**src/rtl/qm_pkg.sv**
```systemverilog
// Package: shared bus select codes for the descriptor queue manager.
// Assumes the select field is the top two bits of each bus address.
package qm_pkg;
    typedef enum logic [1:0] {
        SEL_PUSH  = 2'd0,
        SEL_POP   = 2'd1,
        SEL_COUNT = 2'd2,
        SEL_ERR   = 2'd3
    } bus_sel_e;
endpackage

```
**src/rtl/qm_addr_xlate.sv**
```systemverilog
// Module: converts descriptor byte addresses to link indices and back,
// for one region. Assumes the descriptor size is a power of two and that
// the configuration stays static while the queues are in use.
module qm_addr_xlate #(
    parameter int ADDR_W     = 32,
    parameter int LINK_DEPTH = 256,
    localparam int IDX_W     = $clog2(LINK_DEPTH),
    localparam int CNT_W     = $clog2(LINK_DEPTH + 1),
    localparam int SZ_W      = $clog2(ADDR_W)
) (
    input  logic [ADDR_W-1:0] cfg_region_base,
    input  logic [CNT_W-1:0]  cfg_desc_count,
    input  logic [SZ_W-1:0]   cfg_size_log2,
    input  logic [IDX_W-1:0]  cfg_link_start,
    input  logic [ADDR_W-1:0] addr_in,
    output logic              idx_ok,
    output logic [IDX_W-1:0]  idx_out,
    input  logic [IDX_W-1:0]  idx_in,
    output logic [ADDR_W-1:0] addr_out
);
    logic [ADDR_W-1:0] offset;
    logic [ADDR_W-1:0] align_mask;
    logic [ADDR_W-1:0] slot;
    logic [ADDR_W-1:0] idx_wide;
    logic              above_base, aligned, in_count, in_ram;

    // Forward path: range check and slot number for a pushed address.
    always_comb begin
        above_base = addr_in >= cfg_region_base;
        offset     = addr_in - cfg_region_base;
        align_mask = (ADDR_W'(1) << cfg_size_log2) - ADDR_W'(1);
        aligned    = (offset & align_mask) == '0;
        slot       = offset >> cfg_size_log2;
        in_count   = slot < ADDR_W'(cfg_desc_count);
        idx_wide   = ADDR_W'(cfg_link_start) + slot;
        in_ram     = idx_wide < ADDR_W'(LINK_DEPTH);
        idx_ok     = above_base && aligned && in_count && in_ram;
        idx_out    = idx_wide[IDX_W-1:0];
    end

    // Reverse path: byte address of a popped link index.
    always_comb begin
        addr_out = cfg_region_base
                 + ((ADDR_W'(idx_in) - ADDR_W'(cfg_link_start)) << cfg_size_log2);
    end
endmodule

```
**src/rtl/qm_link_ram.sv**
```systemverilog
// Module: shared next-pointer storage, one entry per descriptor index.
// It has one synchronous write port and one combinational read port. Entries
// are not reset; an entry is only read after a push has written it.
module qm_link_ram #(
    parameter int LINK_DEPTH = 256,
    localparam int IDX_W     = $clog2(LINK_DEPTH)
) (
    input  logic             clk,
    input  logic             wr_en,
    input  logic [IDX_W-1:0] wr_idx,
    input  logic [IDX_W-1:0] wr_next,
    input  logic [IDX_W-1:0] rd_idx,
    output logic [IDX_W-1:0] rd_next
);
    logic [IDX_W-1:0] mem [LINK_DEPTH];

    // Store the successor of a descriptor when a push appends behind it.
    always_ff @(posedge clk) begin
        if (wr_en) mem[wr_idx] <= wr_next;
    end

    // Successor lookup for the queue head being popped.
    always_comb rd_next = mem[rd_idx];
endmodule

```
**src/rtl/qm_queue_state.sv**
```systemverilog
// Module: per-queue head, tail and count registers, plus the link update.
// Assumes no descriptor index sits in more than one queue at a time.
// A push and a pop in the same cycle act as push first, then pop.
module qm_queue_state #(
    parameter int NUM_Q      = 32,
    parameter int LINK_DEPTH = 256,
    localparam int QSEL_W    = $clog2(NUM_Q),
    localparam int IDX_W     = $clog2(LINK_DEPTH),
    localparam int CNT_W     = $clog2(LINK_DEPTH + 1)
) (
    input  logic              clk,
    input  logic              rst_n,
    input  logic              push_en,
    input  logic [QSEL_W-1:0] push_q,
    input  logic [IDX_W-1:0]  push_idx,
    input  logic              pop_en,
    input  logic [QSEL_W-1:0] pop_q,
    output logic              pop_hit,
    output logic [IDX_W-1:0]  pop_idx,
    input  logic [QSEL_W-1:0] cnt_q,
    output logic [CNT_W-1:0]  cnt_out,
    output logic              link_wr_en,
    output logic [IDX_W-1:0]  link_wr_idx,
    output logic [IDX_W-1:0]  link_wr_next,
    output logic [IDX_W-1:0]  link_rd_idx,
    input  logic [IDX_W-1:0]  link_rd_next
);
    logic [IDX_W-1:0] head [NUM_Q];
    logic [IDX_W-1:0] tail [NUM_Q];
    logic [CNT_W-1:0] cnt  [NUM_Q];

    logic             same_q;
    logic [IDX_W-1:0] next_head;

    // Pop decision: it sees the queue as it is after this cycle's push.
    always_comb begin
        same_q      = push_en && pop_en && (push_q == pop_q);
        pop_hit     = pop_en && ((cnt[pop_q] != '0) || same_q);
        pop_idx     = (cnt[pop_q] == '0) ? push_idx : head[pop_q];
        link_rd_idx = head[pop_q];
        next_head   = (same_q && cnt[pop_q] == CNT_W'(1)) ? push_idx : link_rd_next;
    end

    // Link write: chain the new descriptor behind the current tail.
    always_comb begin
        link_wr_en   = push_en && (cnt[push_q] != '0);
        link_wr_idx  = tail[push_q];
        link_wr_next = push_idx;
    end

    // Count readout for status reads.
    always_comb cnt_out = cnt[cnt_q];

    // Per-queue register update.
    always_ff @(posedge clk) begin
        for (int q = 0; q < NUM_Q; q++) begin
            if (!rst_n) begin
                head[q] <= '0;
                tail[q] <= '0;
                cnt[q]  <= '0;
            end else begin
                logic inc, dec;
                inc = push_en && (push_q == QSEL_W'(q));
                dec = pop_hit && (pop_q == QSEL_W'(q));
                if (inc) tail[q] <= push_idx;
                if (dec && cnt[q] != '0)
                    head[q] <= next_head;
                else if (inc && cnt[q] == '0)
                    head[q] <= push_idx;
                cnt[q] <= cnt[q] + CNT_W'(inc) - CNT_W'(dec);
            end
        end
    end


    push_empty_chk: assert property (@(posedge clk) disable iff (!rst_n)
        (push_en && !same_q && cnt[push_q] == '0)
        |=> (cnt[$past(push_q)] == CNT_W'(1) && head[$past(push_q)] == $past(push_idx)));


    pop_empty_chk: assert property (@(posedge clk) disable iff (!rst_n)
        (pop_en && !same_q && cnt[pop_q] == '0) |=> (cnt[$past(pop_q)] == '0));

    for (genvar g = 0; g < NUM_Q; g++) begin : g_bound

        cnt_bound_chk: assert property (@(posedge clk) disable iff (!rst_n)
            cnt[g] <= CNT_W'(LINK_DEPTH));
    end
endmodule

```
**src/rtl/qm_desc_queue_mgr.sv**
```systemverilog
// Module: top of the descriptor queue manager. Decodes the register bus
// into push, pop, count and error accesses and registers the read data.
// Assumes bus address = {select[1:0], queue number[QID_W-1:0]} and that
// the region configuration is static.
module qm_desc_queue_mgr #(
    parameter int ADDR_W     = 32,
    parameter int NUM_Q      = 32,
    parameter int LINK_DEPTH = 256,
    parameter int QID_W      = 16,
    parameter int Q_BASE     = 0,
    localparam int IDX_W     = $clog2(LINK_DEPTH),
    localparam int CNT_W     = $clog2(LINK_DEPTH + 1),
    localparam int SZ_W      = $clog2(ADDR_W),
    localparam int BUS_AW    = QID_W + 2
) (
    input  logic              clk,
    input  logic              rst_n,
    input  logic [ADDR_W-1:0] cfg_region_base,
    input  logic [CNT_W-1:0]  cfg_desc_count,
    input  logic [SZ_W-1:0]   cfg_size_log2,
    input  logic [IDX_W-1:0]  cfg_link_start,
    input  logic              wr_en,
    input  logic [BUS_AW-1:0] wr_addr,
    input  logic [ADDR_W-1:0] wr_data,
    input  logic              rd_en,
    input  logic [BUS_AW-1:0] rd_addr,
    output logic              rd_valid,
    output logic [ADDR_W-1:0] rd_data,
    output logic              err_flag
);
    import qm_pkg::*;

    localparam int QSEL_W = $clog2(NUM_Q);
    localparam logic [QID_W-1:0] QB = QID_W'(Q_BASE);

    bus_sel_e          wr_sel, rd_sel;
    logic [QID_W-1:0]  wr_off, rd_off;
    logic              wr_q_in, rd_q_in;
    logic              push_req, push_ok, push_bad, err_clr;
    logic              pop_en, pop_hit, idx_ok, link_wr_en;
    logic [IDX_W-1:0]  push_idx, pop_idx;
    logic [IDX_W-1:0]  link_wr_idx, link_wr_next, link_rd_idx, link_rd_next;
    logic [CNT_W-1:0]  cnt_out;
    logic [ADDR_W-1:0] pop_addr, rd_next;

    // Bus decode: select field and queue number relative to the base.
    always_comb begin
        wr_sel   = bus_sel_e'(wr_addr[QID_W +: 2]);
        rd_sel   = bus_sel_e'(rd_addr[QID_W +: 2]);
        wr_off   = wr_addr[QID_W-1:0] - QB;
        rd_off   = rd_addr[QID_W-1:0] - QB;
        wr_q_in  = wr_off < QID_W'(NUM_Q);
        rd_q_in  = rd_off < QID_W'(NUM_Q);
        push_req = wr_en && (wr_sel == SEL_PUSH);
        push_ok  = push_req && wr_q_in && idx_ok;
        push_bad = push_req && !push_ok;
        err_clr  = wr_en && (wr_sel == SEL_ERR) && wr_data[0];
        pop_en   = rd_en && (rd_sel == SEL_POP) && rd_q_in;
    end

    qm_addr_xlate #(.ADDR_W(ADDR_W), .LINK_DEPTH(LINK_DEPTH)) xlate_i (
        .cfg_region_base (cfg_region_base),
        .cfg_desc_count  (cfg_desc_count),
        .cfg_size_log2   (cfg_size_log2),
        .cfg_link_start  (cfg_link_start),
        .addr_in         (wr_data),
        .idx_ok          (idx_ok),
        .idx_out         (push_idx),
        .idx_in          (pop_idx),
        .addr_out        (pop_addr)
    );

    qm_queue_state #(.NUM_Q(NUM_Q), .LINK_DEPTH(LINK_DEPTH)) state_i (
        .clk          (clk),
        .rst_n        (rst_n),
        .push_en      (push_ok),
        .push_q       (wr_off[QSEL_W-1:0]),
        .push_idx     (push_idx),
        .pop_en       (pop_en),
        .pop_q        (rd_off[QSEL_W-1:0]),
        .pop_hit      (pop_hit),
        .pop_idx      (pop_idx),
        .cnt_q        (rd_off[QSEL_W-1:0]),
        .cnt_out      (cnt_out),
        .link_wr_en   (link_wr_en),
        .link_wr_idx  (link_wr_idx),
        .link_wr_next (link_wr_next),
        .link_rd_idx  (link_rd_idx),
        .link_rd_next (link_rd_next)
    );

    qm_link_ram #(.LINK_DEPTH(LINK_DEPTH)) link_i (
        .clk     (clk),
        .wr_en   (link_wr_en),
        .wr_idx  (link_wr_idx),
        .wr_next (link_wr_next),
        .rd_idx  (link_rd_idx),
        .rd_next (link_rd_next)
    );

    // Read multiplexer: pop address, count or error flag.
    always_comb begin
        rd_next = '0;
        unique case (rd_sel)
            SEL_POP:   if (pop_hit) rd_next = pop_addr;
            SEL_COUNT: if (rd_q_in) rd_next = ADDR_W'(cnt_out);
            SEL_ERR:   rd_next = ADDR_W'(err_flag);
            default:   rd_next = '0;
        endcase
    end

    // Registered read response.
    always_ff @(posedge clk) begin
        if (!rst_n) begin
            rd_valid <= 1'b0;
            rd_data  <= '0;
        end else begin
            rd_valid <= rd_en;
            rd_data  <= rd_en ? rd_next : '0;
        end
    end

    // Sticky error flag: set by a dropped push, cleared by a bus write.
    always_ff @(posedge clk) begin
        if (!rst_n)        err_flag <= 1'b0;
        else if (push_bad) err_flag <= 1'b1;
        else if (err_clr)  err_flag <= 1'b0;
    end


    rd_timing_chk: assert property (@(posedge clk) disable iff (!rst_n)
        rd_en |=> rd_valid);

    rd_idle_chk: assert property (@(posedge clk) disable iff (!rst_n)
        !rd_en |=> !rd_valid);

    bad_push_flag_chk: assert property (@(posedge clk) disable iff (!rst_n)
        push_bad |=> err_flag);

    err_sticky_chk: assert property (@(posedge clk) disable iff (!rst_n)
        (err_flag && !err_clr) |=> err_flag);
endmodule

```
**config.mk**
```make
export PLATFORM = sky130hd
export DESIGN_NAME = qm_desc_queue_mgr
export DESIGN_NICKNAME = d
export VERILOG_FILES = /design/src/rtl/qm_pkg.sv /design/src/rtl/qm_addr_xlate.sv /design/src/rtl/qm_link_ram.sv /design/src/rtl/qm_queue_state.sv /design/src/rtl/qm_desc_queue_mgr.sv
export SDC_FILE = /design/constraint.sdc
export NUM_CORES = 2
export LEC_CHECK = 0
export ABC_AREA = 0
export BUFFER_PORTS_ARGS = -buffer_cell sky130_fd_sc_hd__buf_2
export CORE_MARGIN = 4
export CORE_UTILIZATION = 57
export DETAILED_ROUTE_END_ITERATION = 7
export MAX_ROUTING_LAYER = met4
export PLACE_DENSITY = 0.73
export SYNTH_ARGS = -nofsm -noshare
export SYNTH_HDL_FRONTEND = slang
export SYNTH_SLANG_ARGS = --single-unit
```
**constraint.sdc**
```tcl
create_clock -name clk -period 16.1 [get_ports clk]
set_clock_uncertainty 0.1 [all_clocks]
set_input_delay 2.415 -clock clk [delete_from_list [all_inputs] [get_ports clk]]
set_output_delay 2.415 -clock clk [all_outputs]
set_load 0.01 [all_outputs]
```
==> flow_summary_export.csv <==
group,metric,value,unit
final_layout,fin_util,63.2,%
critical_path,crit_buf_inv,6,
final_layout,final_nets,11800,
routing,drt_wl_total,447000,um
cts,postCtsSetupBuffers,0,
floorplan,fp.coreArea,0.241,mm2
final_layout,drive_gt1_share,11.8,%
critical_path,crit_slowest_cell,"a221oi_1",
routing,routed_via_density,6.81,
critical_path,critPathArrivalTime,14450,ps
yosys,synth_area,0.138,mm2
critical_path,critPathTopFamily,"compound AO/OA/AOI/OAI gates",
flow_run,maxCapViolations,0,
routing,drt_iter0_markers,16500,
placed_design,post-place-cells,14100,
timing,relSlewSlack,5.62,%
hold_path,min_to,"err_flag$_SDFFE_PN0P_",
critical_path,max_stage_delay,840,ps
timing,period_share,85.1,%
timing,final_max_slew_viol_count,0,
critical_path,reg2reg_slack,5740,ps
floorplan,io_pins,160,
timing,finalSetupTns,0,ps
yosys,ys_seq_area_share,60.3,%
cts,clockBufferDepth,4,
power_and_ir_drop,peakVddDrop,0.000158,V
timing,setup_slack,2400,ps
yosys,synth_most_common_cell,"edfxtp_1",
critical_path,crit_required,16850,ps
routing,drc,14,
yosys,synth_edf_count,2560,
hold_path,whs_path_depth,2,
yosys,synthCells,11200,
yosys,ys_ff_latch,2882,
routing,wl_per_cell,30.4,um
grt,grt_pass1_vias,96700,
timing,rsz0062_at_grt,"false",
grt,grt_usage,36.2,%
critical_path,r2r_start,"state_i.cnt[20][7]$_SDFF_PN0_",
final_layout,syn_to_final_growth,10.2,%
timing,fmax,0.0730,GHz
routing,ant_nets,0,
yosys,yosysTopAreaCellShare,55.7,%
timing,finalCriticalPeriod,13700,ps
final_layout,layoutNonFillerInstCount,14700,
yosys,synth.distinct_cells,96,
yosys,synth_common_cells,"2560 x edfxtp_1, 1661 x nand2_1, 1059 x nor2_1",
floorplan,die_h,500,um
critical_path,critical_path_class,"primary input to flop",
grt,grt_remaining_overflow,0,
critical_path,cp_max_fo,13,
grt,grt_pass1_wl,652000,um
floorplan,die_area,0.250,mm2
yosys,yosys.area.top_type,"edfxtp_1",
timing,whs,434,ps
placed_design,io_buffers,159,
placed_design,place_hpwl,298000,um
critical_path,critPathLaunchType,"primary input",
routing,num_vias,99900,
floorplan,placementRows,180,
yosys,synth.area.top_cells,"edfxtp_1 56%, mux4_2 7.2%, dfxtp_1 4.7%",
hold_path,hold_class,"flop to flop",
critical_path,cp-end-kind,"flop",
floorplan,die_w,500,um
cts,root_buffer,"clkbuf_16",
yosys,synth_ff_type,"edfxtp_1",
cts,path_clk_slew,60,ps
cts,holdBufCountCts,0,
cts,cts_sinks,2882,
cts,h-tree-depth,5,
cts,cts_resized,0,
cts,cts_tree,"built",
cts,clock_latency,990,ps
placed_design,gp_congestion,1.03,
status,run_status,"finished with violations",
placed_design,post-place-ws,1890,ps
yosys,syn_area_per_cell,12.3,um2
power_and_ir_drop,powerDensity,129,mW/mm2
timing,worst-slew-pin-transition,1410,ps
routing,first_pass_iters,8,
floorplan,start_util,57.4,%
yosys,syn_nets,11900,
grt,grt_max_degree,198,
timing,finalHoldViolations,0,
grt,antenna_found_initial,39,
yosys,async_reset_ff_share,0,%
hold_path,min-delay-start,"err_flag$_SDFFE_PN0P_",
critical_path,rr_worst_depth,33,
status,failed_checks,"DRC",
yosys,synth_warnings,0,
cts,numCtsBuffers,314,
timing,final-setup-viol-count,0,
critical_path,r2r_end,"rd_data[30]$_SDFF_PN0_",
power_and_ir_drop,p_leak,52.1,nW
-- per-layer routing --
metal	global-route usage (%)	wire length (um)	share of wire (%)	up-vias
li1	-	-	-	42100
met1	46.9	161000	36	49100
met2	53.2	201000	45	7298
met3	9.86	58800	13	1349
met4	17.5	25100	5.6	0
met5	-	0	0	-
-- state kept, by name (all words and copies together), names as in the netlist --
| register | cells |
|---|---|
| rd_valid | 1 |
| state_i.head | 256 |
| link_i.mem | 2048 |
| rd_data | 32 |
| err_flag | 1 |
| state_i.cnt | 288 |
| state_i.tail | 256 |
-- worst max-delay path by stage --
| stage | startpoint | to | slack (ps) | depth (start not counted) |
|---|---|---|---|---|
| 2_1_floorplan | wr_data[0] | rd_data[30]$_SDFF_PN0_ | 2390 | 44 |
| 3_3_place_gp | wr_data[0] | state_i.cnt[11][8]$_SDFF_PN0_ | 2000 | 46 |
| 3_5_place_dp | wr_data[0] | state_i.cnt[11][8]$_SDFF_PN0_ | 1890 | 47 |
| 4_1_cts | wr_data[0] | state_i.cnt[11][8]$_SDFF_PN0_ | 2840 | 47 |
| 5_1_grt | wr_data[0] | state_i.cnt[11][8]$_SDFF_PN0_ | 1940 | 45 |
| 6_report | wr_data[0] | state_i.cnt[11][8]$_SDFF_PN0_ | 2400 | 47 |
-- cell type report --
class                           count  area (um2)
Timing Repair Buffer              345        2340
Inverter                          478        1850
Clock buffer                      398        8410
Sequential cell                  2882       83300
Antenna cell                       53         133
Clock inverter                    140        1470
Fill cell                       17500       88600
Tap cell                         3185        3990
Multi-Input combinational cell   7193       50700
-- cells in the final DEF (no fill, tap or decap), drive strengths merged, types with 86 or more instances in the layout --
| cell type | count |
|---|---|
| a211oi | 86 |
| and3 | 146 |
| xnor2 | 167 |
| buf | 345 |
| dfxtp | 322 |
| o22ai | 196 |
| and2 | 106 |
| nor3 | 157 |
| xor2 | 110 |
| nand4 | 155 |
| o21bai | 114 |
| edfxtp | 2560 |
| a31oi | 106 |
| clkbuf | 398 |
| inv | 484 |
| ha | 473 |
| nand3 | 557 |
| clkinv | 98 |
| mux4 | 443 |
| a311oi | 188 |
| nand2 | 1661 |
| a21oi | 425 |
| o21ai | 176 |
| nor2 | 1059 |
-- cells by family (layout without fill, tap and decap cells) --
logic type | after synthesis | in the layout | synth area share [%]
and+or+nand+nor | 4103 | 4103 | 13.1
DFF | 2882 | 2882 | 60.3
AOI/OAI and AO/OA | 1775 | 1775 | 8.81
buffers and inverters | 1173 | 1361 | 3.32
muxes | 529 | 529 | 7.87
adders and majority gates | 509 | 509 | 4.81
xor gates and xnor gates | 277 | 277 | 1.76
other | 0 | 53 | 0
-- power breakdown --
group          switching [mW]  internal (mW)  leakage (nW)
Clock                    2.93           4.15          4.84
Combinational            2.82          0.844          21.1
Sequential             0.0177           8.83          26.1
Total                    5.77           13.8          52.1
-- metrics by stage --
step / power, mW / cell area, um2
2_1_floorplan: 11.2 / 138000
3_3_place_gp: 12.4 / 142000
3_5_place_dp: 12.5 / 142000
4_1_cts: 19.5 / 152000
5_1_grt: 20.1 / 152000
6_report: 19.6 / 152000
-- worst min-delay path, cell delays in order (launching register included) --
cell and delay (ps):
dfxtp_1 340, nand2_1 80, a211oi_1 60
(Power assumes the default switching activity.)
